==> src/rtl/wdt_pkg.sv <==
package wdt_pkg;
    localparam logic [4:0] ADDR_RELOAD = 5'h00;
    localparam logic [4:0] ADDR_INIT_N = 5'h01;
    localparam logic [4:0] ADDR_STS1   = 5'h04;
    localparam logic [4:0] ADDR_STS2   = 5'h06;
    localparam logic [4:0] ADDR_CTL1   = 5'h08;
    localparam logic [4:0] ADDR_CTL2   = 5'h0A;
    localparam logic [4:0] ADDR_INIT_W = 5'h12;

    localparam int HALT_BIT    = 11;
    localparam int TIMEOUT_BIT = 3;
    localparam int SECOND_BIT  = 1;
    localparam int INHIBIT_BIT = 0;
    localparam int INIT_FLOOR  = 4;

    typedef enum logic {
        SZ_BYTE = 1'b0,
        SZ_HALF = 1'b1
    } bus_size_e;
endpackage

==> src/rtl/wdt_prescaler.sv <==
module wdt_prescaler #(
    parameter int TICK_DIV = 4
) (
    input  logic clk,
    input  logic rst_n,
    input  logic run,
    input  logic restart,
    output logic tick
);
    localparam int PW = (TICK_DIV > 1) ? $clog2(TICK_DIV) : 1;
    localparam logic [PW-1:0] LAST = PW'(TICK_DIV - 1);

    typedef struct packed {
        logic [PW-1:0] phase;
    } pre_t;

    pre_t s_d, s_q;

    always_comb begin
        s_d  = s_q;
        tick = run && (s_q.phase == LAST);
        if (restart) begin
            s_d.phase = '0;
        end else if (run) begin
            s_d.phase = tick ? '0 : s_q.phase + PW'(1);
        end
    end

    always_ff @(posedge clk or negedge rst_n) begin
        if (!rst_n) s_q <= '0;
        else        s_q <= s_d;
    end
endmodule

==> src/rtl/wdt_countdown.sv <==
module wdt_countdown #(
    parameter int CW       = 10,
    parameter int INIT_RST = 50
) (
    input  logic          clk,
    input  logic          rst_n,
    input  logic          tick,
    input  logic          reload,
    input  logic [CW-1:0] init_val,
    output logic [CW-1:0] count,
    output logic          expire,
    output logic          second
);
    typedef struct packed {
        logic [CW-1:0] count;
        logic          armed;
    } cd_t;

    cd_t s_d, s_q;

    always_comb begin
        s_d    = s_q;
        expire = 1'b0;
        second = 1'b0;
        if (reload) begin
            s_d.count = init_val;
            s_d.armed = 1'b0;
        end else if (tick) begin
            if (s_q.count == '0) begin
                s_d.count = init_val;
                expire    = 1'b1;
                second    = s_q.armed;
                s_d.armed = !s_q.armed;
            end else begin
                s_d.count = s_q.count - CW'(1);
            end
        end
    end

    assign count = s_q.count;

    always_ff @(posedge clk or negedge rst_n) begin
        if (!rst_n) begin
            s_q.count <= CW'(INIT_RST);
            s_q.armed <= 1'b0;
        end else begin
            s_q <= s_d;
        end
    end
endmodule

==> src/rtl/wdt_regfile.sv <==
module wdt_regfile
    import wdt_pkg::*;
#(
    parameter int WIDE     = 1,
    parameter int CW       = 10,
    parameter int INIT_RST = 50
) (
    input  logic          clk,
    input  logic          rst_n,
    input  logic          bus_sel,
    input  logic          bus_wr,
    input  logic          bus_size,
    input  logic [4:0]    bus_addr,
    input  logic [15:0]   bus_wdata,
    output logic [15:0]   bus_rdata,
    input  logic [CW-1:0] count,
    input  logic          expire,
    input  logic          second,
    output logic          reload,
    output logic          halt,
    output logic          inhibit,
    output logic [CW-1:0] init_val,
    output logic          rst_req
);
    localparam logic [4:0] INIT_ADDR = (WIDE != 0) ? ADDR_INIT_W : ADDR_INIT_N;

    typedef struct packed {
        logic          halt;
        logic          inhibit;
        logic [CW-1:0] init;
        logic          sts_timeout;
        logic          sts_second;
        logic          rst;
    } reg_t;

    reg_t s_d, s_q;
    logic wr;
    logic reload_ok;
    logic [CW-1:0] new_init;

    always_comb begin
        s_d      = s_q;
        wr       = bus_sel && bus_wr;
        new_init = bus_wdata[CW-1:0];

        if (WIDE != 0) begin
            reload_ok = (bus_size == SZ_HALF) && (bus_wdata == 16'h0001);
        end else begin
            reload_ok = (bus_size == SZ_BYTE) && (bus_wdata[7:0] == 8'h01);
        end
        reload = wr && (bus_addr == ADDR_RELOAD) && reload_ok;

        if (wr && (bus_addr == INIT_ADDR) && (new_init >= CW'(INIT_FLOOR))) begin
            s_d.init = new_init;
        end
        if (wr && (bus_addr == ADDR_CTL1)) s_d.halt    = bus_wdata[HALT_BIT];
        if (wr && (bus_addr == ADDR_CTL2)) s_d.inhibit = bus_wdata[INHIBIT_BIT];

        s_d.sts_timeout = expire |
            (s_q.sts_timeout & ~(wr && (bus_addr == ADDR_STS1) && bus_wdata[TIMEOUT_BIT]));
        s_d.sts_second  = second |
            (s_q.sts_second & ~(wr && (bus_addr == ADDR_STS2) && bus_wdata[SECOND_BIT]));

        s_d.rst = second && !s_q.inhibit;

        bus_rdata = '0;
        if (bus_sel) begin
            case (bus_addr)
                ADDR_RELOAD: bus_rdata[CW-1:0]    = count;
                INIT_ADDR:   bus_rdata[CW-1:0]    = s_q.init;
                ADDR_STS1:   bus_rdata[TIMEOUT_BIT] = s_q.sts_timeout;
                ADDR_STS2:   bus_rdata[SECOND_BIT]  = s_q.sts_second;
                ADDR_CTL1:   bus_rdata[HALT_BIT]    = s_q.halt;
                ADDR_CTL2:   bus_rdata[INHIBIT_BIT] = s_q.inhibit;
                default:     bus_rdata = '0;
            endcase
        end
    end

    assign halt     = s_q.halt;
    assign inhibit  = s_q.inhibit;
    assign init_val = s_q.init;
    assign rst_req  = s_q.rst;

    always_ff @(posedge clk or negedge rst_n) begin
        if (!rst_n) begin
            s_q.halt        <= 1'b1;
            s_q.inhibit     <= 1'b1;
            s_q.init        <= CW'(INIT_RST);
            s_q.sts_timeout <= 1'b0;
            s_q.sts_second  <= 1'b0;
            s_q.rst         <= 1'b0;
        end else begin
            s_q <= s_d;
        end
    end
endmodule

==> src/rtl/wdt_timer.sv <==
module wdt_timer #(
    parameter int WIDE         = 1,
    parameter int TICK_DIV     = 1000,
    parameter int INIT_DEFAULT = 50
) (
    input  logic        clk,
    input  logic        rst_n,
    input  logic        bus_sel,
    input  logic        bus_wr,
    input  logic        bus_size,
    input  logic [4:0]  bus_addr,
    input  logic [15:0] bus_wdata,
    output logic [15:0] bus_rdata,
    output logic        rst_req
);
    localparam int CW = (WIDE != 0) ? 10 : 6;

    logic          tick;
    logic          reload;
    logic          halt;
    logic          inhibit;
    logic [CW-1:0] init_val;
    logic [CW-1:0] count;
    logic          expire;
    logic          second;

    wdt_prescaler #(.TICK_DIV(TICK_DIV)) u_pre (
        .clk     (clk),
        .rst_n   (rst_n),
        .run     (!halt),
        .restart (reload),
        .tick    (tick)
    );

    wdt_countdown #(.CW(CW), .INIT_RST(INIT_DEFAULT)) u_cnt (
        .clk      (clk),
        .rst_n    (rst_n),
        .tick     (tick),
        .reload   (reload),
        .init_val (init_val),
        .count    (count),
        .expire   (expire),
        .second   (second)
    );

    wdt_regfile #(.WIDE(WIDE), .CW(CW), .INIT_RST(INIT_DEFAULT)) u_regs (
        .clk       (clk),
        .rst_n     (rst_n),
        .bus_sel   (bus_sel),
        .bus_wr    (bus_wr),
        .bus_size  (bus_size),
        .bus_addr  (bus_addr),
        .bus_wdata (bus_wdata),
        .bus_rdata (bus_rdata),
        .count     (count),
        .expire    (expire),
        .second    (second),
        .reload    (reload),
        .halt      (halt),
        .inhibit   (inhibit),
        .init_val  (init_val),
        .rst_req   (rst_req)
    );
endmodule

==> config.mk <==
export PLATFORM = sky130hd
export DESIGN_NAME = wdt_timer
export DESIGN_NICKNAME = d
export VERILOG_FILES = /design/src/rtl/wdt_pkg.sv /design/src/rtl/wdt_prescaler.sv /design/src/rtl/wdt_countdown.sv /design/src/rtl/wdt_regfile.sv /design/src/rtl/wdt_timer.sv
export SDC_FILE = /design/constraint.sdc
export NUM_CORES = 1
export LEC_CHECK = 0
export BUFFER_PORTS_ARGS = -buffer_cell sky130_fd_sc_hd__buf_4
export CORE_ASPECT_RATIO = 1.5
export CORE_MARGIN = 10
export CORE_UTILIZATION = 37
export CTS_BUF_LIST = sky130_fd_sc_hd__clkbuf_8
export DETAILED_ROUTE_END_ITERATION = 10
export PLACE_DENSITY = 0.54
export SYNTH_ARGS = -nofsm -noshare
export SYNTH_HDL_FRONTEND = slang
export SYNTH_SLANG_ARGS = --single-unit
==> constraint.sdc <==
create_clock -name clk -period 3.04 [get_ports clk]
set_input_delay 0.608 -clock clk [delete_from_list [all_inputs] [get_ports clk]]
set_output_delay 0.608 -clock clk [all_outputs]
set_load 0.02 [all_outputs]
==> run summary, run 1 <==
In this run the post-CTS setup repair buffer count came out at 0. The tools report the maximum buffer depth of the clock tree as 2. The tools report the post-synthesis instance total as 220. The largest fanout on the critical path is 5. For the worst flop-to-flop path, the logic depth is 7. Initial antenna violation count: 0. By startpoint and endpoint, the worst setup path is classified as input pin to output port. The first global-routing pass estimated 9360 um of wire. On the critical path the largest part of the delay comes from simple AND/OR/NAND/NOR gates.

Counting the buffers created by CTS gives 5. sky130_fd_sc_hd__dfrtp_1 is the most common cell in the netlist. Summing over every cut layer, the via total after detailed routing is 1808. Yosys mapped a number of flops with a built-in enable equal to 0. The detailed router's first-iteration violation count is 117, and the signed area change from the synthesized netlist to the final layout is 20.7%. Counting instances in the post-synthesis netlist gives the leading cell types as sky130_fd_sc_hd__dfrtp_1, sky130_fd_sc_hd__nor2_1, sky130_fd_sc_hd__nand2_1. The average cell area after synthesis came out at 9.59 um2. The post-place setup slack came out at 0.511 ns. The endpoint arrival time on the critical path was 1.89 ns. sky130_fd_sc_hd__dfrtp_1 takes more of the synthesized area than any other cell.

The clock network accounts for 28.3% of the total power. The first detailed-routing pass took 4 iterations. In this run the critical register-to-register path is captured at u_cnt.count[5].

The die covers 9190 um2. Among all stages on the critical path, the largest delay is contributed by sky130_fd_sc_hd__nor4b_1. Traced cell by cell, the critical path runs through buf_4 > nor4b_1 > nor2b_1 > a222oi_1 > nor2b_1 > buf_4. The initial utilization of the core area, before any placement, comes to 38.4%.

The Yosys step of the flow raised 0 warnings. In this run, distinct cell masters in the synthesized netlist total 52. The tool flagged a number of max-cap violations equal to 0. Logic depth of the worst setup path including buffers: 6. Clock latency on the worst-skew pair, taken at its later pin, is 0.29 ns. The run finished with clean final reports.

The die is 113 um tall. Commonest register cell after synthesis: sky130_fd_sc_hd__dfrtp_1. The run gives 2.43 ns as the required time of the critical path. Entering global routing, the biggest net connects 37 pins. The worst-case IR drop observed on VDD is 288 uV. The floorplan has 33 rows. In this design, the stage delay of the slowest critical-path cell is 0.52 ns. After legalization and detailed placement, the total HPWL measured 4240 um.

For this run, the top clock speed supported by timing is 401 MHz. Via count of the first global-routing pass: 1903. In this run the clock root is driven by a sky130_fd_sc_hd__clkbuf_8. Combinational cells account for 19.9% of the total power. For the final routed database, the setup TNS stands at 0 ns. The last element of the critical path was bus_rdata[3]. After detailed routing, the total wire length is 5450 um.

The worst path buffer plus inverter count was 2. The post-detailed-route count of antenna-violating nets came out at 0. The finished cells cover 2550 um2.

The number of antenna diodes in the final layout is 0. The count of endpoints failing hold in the final timing report was 0. The leakage dissipation came out at 0.00106 uW.

The logs give 36 for the total clock sinks and 0 for the total overflow reported by the global router. For the number of filler cells placed in the layout, the log shows 559. Buffers inserted to repair hold after CTS numbered 0. Across all setup checks in the final design, the least slack found is 0.545 ns. In this run, post-CTS repair resized a total of 0 instances. The share of the Yosys chip area taken by registers is 43.2%. Power spread over the standard cell area amounts to 490 nW/um2.

The combined global-route utilization of all metal layers was 12.6%; the final net count was 286. The total count of max-transition violations in the final report is 0, and the via density per instance is 5.50. The number of H-tree levels was 2. The average routed wire per standard cell came out at 16.6 um.

The tools report the post-synthesis instance area as 2110 um2. In this run the power spent charging and discharging nets is 373 uW. The area inside the core boundary was 5490 um2; the final setup violation count was 0. The number of register bits inferred by synthesis was 36; the share of total power consumed by net switching was 29.9%.

The shortest clock period the worst path allows after layout is 2.50 ns. For this run, design rule violations remaining after detail routing come to 0. For flop-to-flop paths, the worst setup slack is 0.60 ns.

In this run the tightest slew margin relative to its limit is 54.6%. The floorplan step set the die width to 81.7 um. The worst register-to-register path begins at u_cnt.count[0].

Yosys attributes the largest share of cell area to sky130_fd_sc_hd__dfrtp_1, sky130_fd_sc_hd__dfstp_2, sky130_fd_sc_hd__mux2_2. At the pin with the least slew margin, the transition time is 0.675 ns. Final weighted congestion of routability-driven global placement: 0.804. The synthesized design devotes to its leading area cell type 33.2% of total area.

The critical path starts at bus_addr[4]. The clock-pin slew on the worst setup and hold paths was 0.07 ns. The class of the worst hold path is input pin to async pin.

After layout, the worst path uses 82.1% of the clock period. Port buffering added 37 buffers. The clock arrives with 0.00309 ns of skew. The logs give 2460 um2 for the placed cell area and 43 for the number of ports placed on the die boundary. Setup repair after global routing left no endpoint under its margin. STA classifies the critical path endpoint as an output port. TritonCTS built the clock tree. The critical path startpoint category was an input pin.

The run gives 51.7% as the sequential fraction of design power. Internal power comes to 876 uW. Of the cells placed in the final design, the portion with a size suffix greater than 1 is 29.7%. On the final layout, the worst hold slack is 0.263 ns.

The async set-reset flop share out of synthesis came out at 100%.
-- registers in the layout, summed over array words and instances (netlist names) --
name / flops
u_cnt.count: 10
u_pre.s_q: 10
u_regs.init_val: 10
u_regs.s_q: 2
u_cnt.s_q: 1
u_regs.halt: 1
u_regs.inhibit: 1
u_regs.rst_req: 1
-- layer usage --
| layer | vias to the layer above | part of all wire [%] | GRT usage (%) |
|---|---|---|---|
| met5 | - | 0 | 0 |
| met4 | 0 | 1.9 | 3.76 |
| met3 | 7 | 4.0 | 3.35 |
| met2 | 35 | 54 | 21.7 |
| met1 | 899 | 40 | 14.6 |
| li1 | 867 | - | - |
-- power groups by stage --
stage	Clock [uW]	Sequential (uW)	Combinational, uW
after floorplan	0	634	188
after global placement	0	654	247
after detailed placement	0	655	251
after CTS	364	645	253
after global routing	386	663	292
final	354	646	249
-- kinds of logic after synthesis --
group | after synthesis | share of synthesized area [%]
and+or+nand+nor | 93 | 24.5
AOI/OAI and AO/OA | 43 | 14.9
DFF | 36 | 43.2
buffers and inverters | 22 | 4.98
muxes | 13 | 6.88
xor gates and xnor gates | 10 | 4.15
adders and majority gates | 2 | 1.19
other | 1 | 0.178
-- final cells by class --
cell class,count,area (um2),share of cell area [%]
clock buffer,6,82.6,3.24
clock inverter,2,10.0,0.393
inverter,7,26.3,1.03
multi-input combinational,166,1120,43.8
sequential,36,911,35.7
tap,70,87.6,3.44
timing repair buffer,42,315,12.4
-- placed cells by master (no fill, tap or decap), types with 2 or more instances in the layout --
| master | Yosys | layout |
|---|---|---|
| sky130_fd_sc_hd__buf_4 | 5 | 42 |
| sky130_fd_sc_hd__dfrtp_1 | 28 | 28 |
| sky130_fd_sc_hd__nor2_1 | 17 | 17 |
| sky130_fd_sc_hd__nand2_1 | 15 | 15 |
| sky130_fd_sc_hd__mux2_2 | 12 | 12 |
| sky130_fd_sc_hd__a22oi_1 | 10 | 10 |
| sky130_fd_sc_hd__nor2b_1 | 10 | 10 |
| sky130_fd_sc_hd__nor3_1 | 9 | 9 |
| sky130_fd_sc_hd__nand3_1 | 8 | 8 |
| sky130_fd_sc_hd__dfstp_2 | 8 | 8 |
| sky130_fd_sc_hd__inv_1 | 7 | 7 |
| sky130_fd_sc_hd__xnor2_1 | 7 | 7 |
| sky130_fd_sc_hd__a21oi_1 | 7 | 7 |
| sky130_fd_sc_hd__clkbuf_8 | 0 | 6 |
| sky130_fd_sc_hd__o21ai_0 | 5 | 5 |
| sky130_fd_sc_hd__conb_1 | 1 | 5 |
| sky130_fd_sc_hd__or3_1 | 4 | 4 |
| sky130_fd_sc_hd__or4_1 | 3 | 3 |
| sky130_fd_sc_hd__nand4_1 | 3 | 3 |
| sky130_fd_sc_hd__a22o_1 | 3 | 3 |
| sky130_fd_sc_hd__xor2_1 | 3 | 3 |
| sky130_fd_sc_hd__nand3b_1 | 3 | 3 |
| sky130_fd_sc_hd__or2_2 | 2 | 2 |
| sky130_fd_sc_hd__a32oi_1 | 2 | 2 |
| sky130_fd_sc_hd__a21boi_0 | 2 | 2 |
| sky130_fd_sc_hd__nor3b_1 | 2 | 2 |
| sky130_fd_sc_hd__and2_1 | 2 | 2 |
| sky130_fd_sc_hd__and4_1 | 2 | 2 |
| sky130_fd_sc_hd__nor4_1 | 3 | 2 |
| sky130_fd_sc_hd__and3_1 | 2 | 2 |
| sky130_fd_sc_hd__o41ai_1 | 2 | 2 |
| sky130_fd_sc_hd__a2bb2oi_1 | 2 | 2 |
| sky130_fd_sc_hd__o22ai_1 | 2 | 2 |
| sky130_fd_sc_hd__ha_1 | 2 | 2 |
| sky130_fd_sc_hd__clkinv_2 | 0 | 2 |
-- per-stage QoR --
stage / std cells / util, % / power (uW)
after global routing: 329 / 46.4 / 1340
after CTS: 329 / 46.4 / 1260
final: 329 / 46.4 / 1250
after floorplan: 224 / - / 822
after detailed placement: 321 / 44.7 / 905
after global placement: 321 / 44.7 / 901
-- worst reg2reg max path, delay by kind of cell (launching register included) --
kind                     cells  cell delay (ns)
buffers and inverters        1             0.11
AND/OR/NAND/NOR              3             1.30
AO/OA/AOI/OAI                2             0.32
adder cells (fa/ha/maj)      1             0.20
flip-flops                   1             0.44
-- how the worst min path moves through the flow --
stage | from | end | slack [ns]
after global routing | rst_n | u_pre.s_q[0] | 0.30
after floorplan | rst_n | u_cnt.count[0] | 0.31
after global placement | u_regs.s_q[1] | u_regs.s_q[1] | 0.47
after CTS | rst_n | u_pre.s_q[0] | 0.29
final | rst_n | u_pre.s_q[0] | 0.26
after detailed placement | u_regs.s_q[1] | u_regs.s_q[1] | 0.47
Power figures use the tool's default switching activity.
==> run 2: changes to the inputs <==
--- a/config.mk
+++ b/config.mk
@@ -5,13 +5,14 @@
 export SDC_FILE = /design/constraint.sdc
 export NUM_CORES = 1
 export LEC_CHECK = 0
+export ABC_AREA = 1
 export BUFFER_PORTS_ARGS = -buffer_cell sky130_fd_sc_hd__buf_4
 export CORE_ASPECT_RATIO = 1.5
 export CORE_MARGIN = 10
 export CORE_UTILIZATION = 37
 export CTS_BUF_LIST = sky130_fd_sc_hd__clkbuf_8
 export DETAILED_ROUTE_END_ITERATION = 10
-export PLACE_DENSITY = 0.54
+export PLACE_DENSITY = 0.55
 export SYNTH_ARGS = -nofsm -noshare
 export SYNTH_HDL_FRONTEND = slang
 export SYNTH_SLANG_ARGS = --single-unit
==> constraint.sdc (replaced) <==
create_clock -name clk -period 2.29 [get_ports clk]
set_input_delay 0.458 -clock clk [delete_from_list [all_inputs] [get_ports clk]]
set_output_delay 0.458 -clock clk [all_outputs]
set_load 0.02 [all_outputs]
==> run summary, run 2 <==
Clock root buffer master: sky130_fd_sc_hd__clkbuf_8. Counting flops with a built-in enable in the synthesized netlist gives 0. Class of the worst hold path: input pin to async pin. Counting cells, the worst reg-to-reg path comes to 8.

The number of optimization iterations in the first detailed-route pass is 5, and the setup TNS is 0 ns. After detailed routing, the average wire length per cell comes to 13.6 um. The analysis attributes to cell leakage a power of 0.00158 uW. In this run the core area contains 36 standard-cell rows.

The first global-routing pass estimated 11700 um of wire. The die covers 10500 um2. The routed design could run at a clock period as short as 2.05 ns. The synthesized-area fraction occupied by xor and xnor cells was 2.10%; the post-route DRC violation count was 0. For the CTS buffer count, the log shows 5. Relative to the synthesized area, the layout overhead comes to 17.6%. After synthesis, the cell types taking the most area are sky130_fd_sc_hd__dfrtp_1, sky130_fd_sc_hd__nand2_1, sky130_fd_sc_hd__nand3_1.

Summing the areas of all compound-gate instances in the mapped netlist gives 7.58% of the synthesized area. The category of the most critical setup path was input pin to output port. The combined global-route utilization of all metal layers was 13.6%; the internal portion of total power was 1080 uW. After the first detailed-routing iteration, the DRC count stood at 123. In the final layout, the share of cells above drive strength 1 is 14.9%. The run gives 36 as the total clock sinks. The clock arrives with 0.00966 ns of skew.

Endpoint arrival time on the critical path: 1.59 ns. The number of antenna repair diodes is 0, and the number of hold-repair buffers added at the cts stage is 0. After technology mapping, the gate count stands at 386. Of the post-synthesis cell area, the dominant cell type holds 27.9%.

The final layout contains routed wiring with a total length of 6850 um. The flow ran to the end, and the final reports show no timing, DRC or antenna violations. After Yosys synthesis, and, or, nand and nor cells account for 41.3% of the synthesized area. In this run, post-CTS repair resized a total of 0 instances. The longest clock path from root to sink contains 2 buffers. Across all register-to-register paths, the minimum setup slack is 0.41 ns. After synthesis the cells add up to 2510 um2. The number of synthesis warnings was 0; the post-synthesis mux area share was 0%. Max-cap violations in this run came to 0. Die boundary height: 121 um. Dividing the detail-routed via count by the number of cells gives 4.96. Clock-pin slew was measured on the worst setup and hold paths at 0.07 ns. The cell taking the most area after synthesis was sky130_fd_sc_hd__dfrtp_1. Data on the critical path is required at its endpoint by 1.83 ns. The logs give 26.5% for the clock network fraction of design power and 29 for the number of distinct library cells after synthesis. The maximum ir drop on the vdd rail is 299 uV. At the end of routability-driven placement, the weighted congestion stood at 0.833. Input and output buffers added on the ports amount to 37.

The share of total power consumed by net switching was 33.6%; the upper clock frequency limit was 488 MHz. For this configuration, the core starts out at a cell density of 38.4%. The adder and majority gate portion of the synthesized area is 0.998%, and the die boundary width is 87.2 um.

The power density over the cells came out at 550 nW/um2. Final cycle utilization of the critical path: 89.5%. In the synthesized netlist the dominant register cell turns out to be sky130_fd_sc_hd__dfrtp_1. Combinational logic burns 22.2% of the power.

For the clock latency on the worst-skew pair, the log shows 0.29 ns. The library cell used most frequently in the layout, excluding fill and tap cells, is sky130_fd_sc_hd__nand2_1. In the layout the commonest cells are sky130_fd_sc_hd__nand2_1, sky130_fd_sc_hd__nand3_1, sky130_fd_sc_hd__inv_1.

The logs give 2 for the number of H-tree levels and 37 for the pin count of the biggest net entering global routing. The number of register bits inferred by synthesis is 36. The worst hold slack across all endpoints is 0.121 ns. The most critical setup path has its endpoint at bus_rdata[1]. sky130_fd_sc_hd__nand2_1 is the most common cell in the netlist. The tools report the startpoint of the most critical setup path as bus_addr[3]. The via count of the first global-routing pass came out at 2505.

The run gives 0 as the total count of max-transition violations in the final report. The main combinational cell family by area after synthesis was simple AND/OR/NAND/NOR gates. Critical path startpoint category: an input pin.

TritonCTS built the clock tree. The run gives 0.237 ns as the post-place setup slack. Total via count after detailed routing: 2505.

The tools report the worst setup margin as 0.241 ns. By count the netlist is led by sky130_fd_sc_hd__nand2_1, sky130_fd_sc_hd__nand3_1, sky130_fd_sc_hd__inv_1. The initial antenna violation count was 0. The logs give 0 for the count of endpoints failing hold in the final timing report and 51.3% for the sequential fraction of design power. The net count of the finished layout is 456.

In this run the remaining antenna-violating nets after routing total 0. The HPWL reported at the end of detailed placement is 5500 um. The worst setup path is captured at an output port.

Of all flip-flops after synthesis, the portion carrying an async set or reset was 100%. In this run the critical register-to-register path is launched from u_cnt.count[0]. Cells fill 45.2% of the core in the end. Setup repair after global routing left no endpoint under its margin.

For the number of ports placed on the die boundary, the log shows 43. The number of buffers inserted by post-CTS setup repair is 0. A synthesized cell averages 6.50 um2. The area inside the core boundary came out at 6530 um2. The endpoint of the lowest-slack register-to-register path is u_regs.rst_req. For the total overflow reported by the global router, the log shows 0. Summed over all nets, the switching power comes to 544 uW. Setup violations remaining at the end of the flow were counted as 0. For the overall power consumption, the log shows 1620 uW. The share of the Yosys chip area taken by registers is 36.3%. Along the worst path, the maximum fanout reaches 8.
-- run 2: logic make-up after synthesis --
kind of cell / after synthesis
AOI/OAI and AO/OA: 35
xor gates and xnor gates: 6
adders and majority gates: 2
buffers and inverters: 65
DFF: 36
other: 1
and+or+nand+nor: 241
-- run 2: critical path, cell delays in order --
cell and delay, ns:
sky130_fd_sc_hd__buf_4 0.12, sky130_fd_sc_hd__nor2_1 0.15, sky130_fd_sc_hd__nand3_1 0.16, sky130_fd_sc_hd__inv_1 0.23
sky130_fd_sc_hd__nand2_1 0.08, sky130_fd_sc_hd__a31oi_1 0.22, sky130_fd_sc_hd__buf_4 0.18
-- run 2: worst min-delay path by stage --
stage,to,slack [ns],depth (start not counted)
floorplan,u_cnt.count[0],0.16,0
detailed placement,u_pre.s_q[7],0.46,1
CTS,u_pre.s_q[7],0.14,1
global route,u_pre.s_q[7],0.15,1
global placement,u_cnt.s_q[0],0.45,1
finish,u_pre.s_q[7],0.12,1
-- run 2: metrics by stage --
step                      cells  cell area (um2)
after floorplan             390             2520
after detailed placement    497             2870
final                       505             2950
after global placement      497             2870
after global routing        505             2950
after CTS                   505             2950
-- run 2: layout make-up --
cell class	instances	area, um2
repair buffers	45	350
flip-flops and latches	36	911
clock buffers	5	68.8
fillers	689	3580
well taps	76	95.1
multi-input cells	289	1320
inverters	51	191
clock inverters	3	11.3
-- run 2: routing by layer --
metal | share of wire, % | vias up | global-route usage (%)
met4 | 2.2 | 0 | 5.80
met2 | 53 | 52 | 24.2
met1 | 42 | 1131 | 15.3
met3 | 3.5 | 9 | 2.08
met5 | 0 | - | 0
li1 | - | 1313 | -
-- run 2: power by group through the flow --
stage               combinational [uW]  sequential (uW)  clock [uW]
finish                             360              832         430
CTS                                366              832         450
detailed placement                 362              845           0
global placement                   360              842           0
global route                       428              851         474
floorplan                          268              809           0
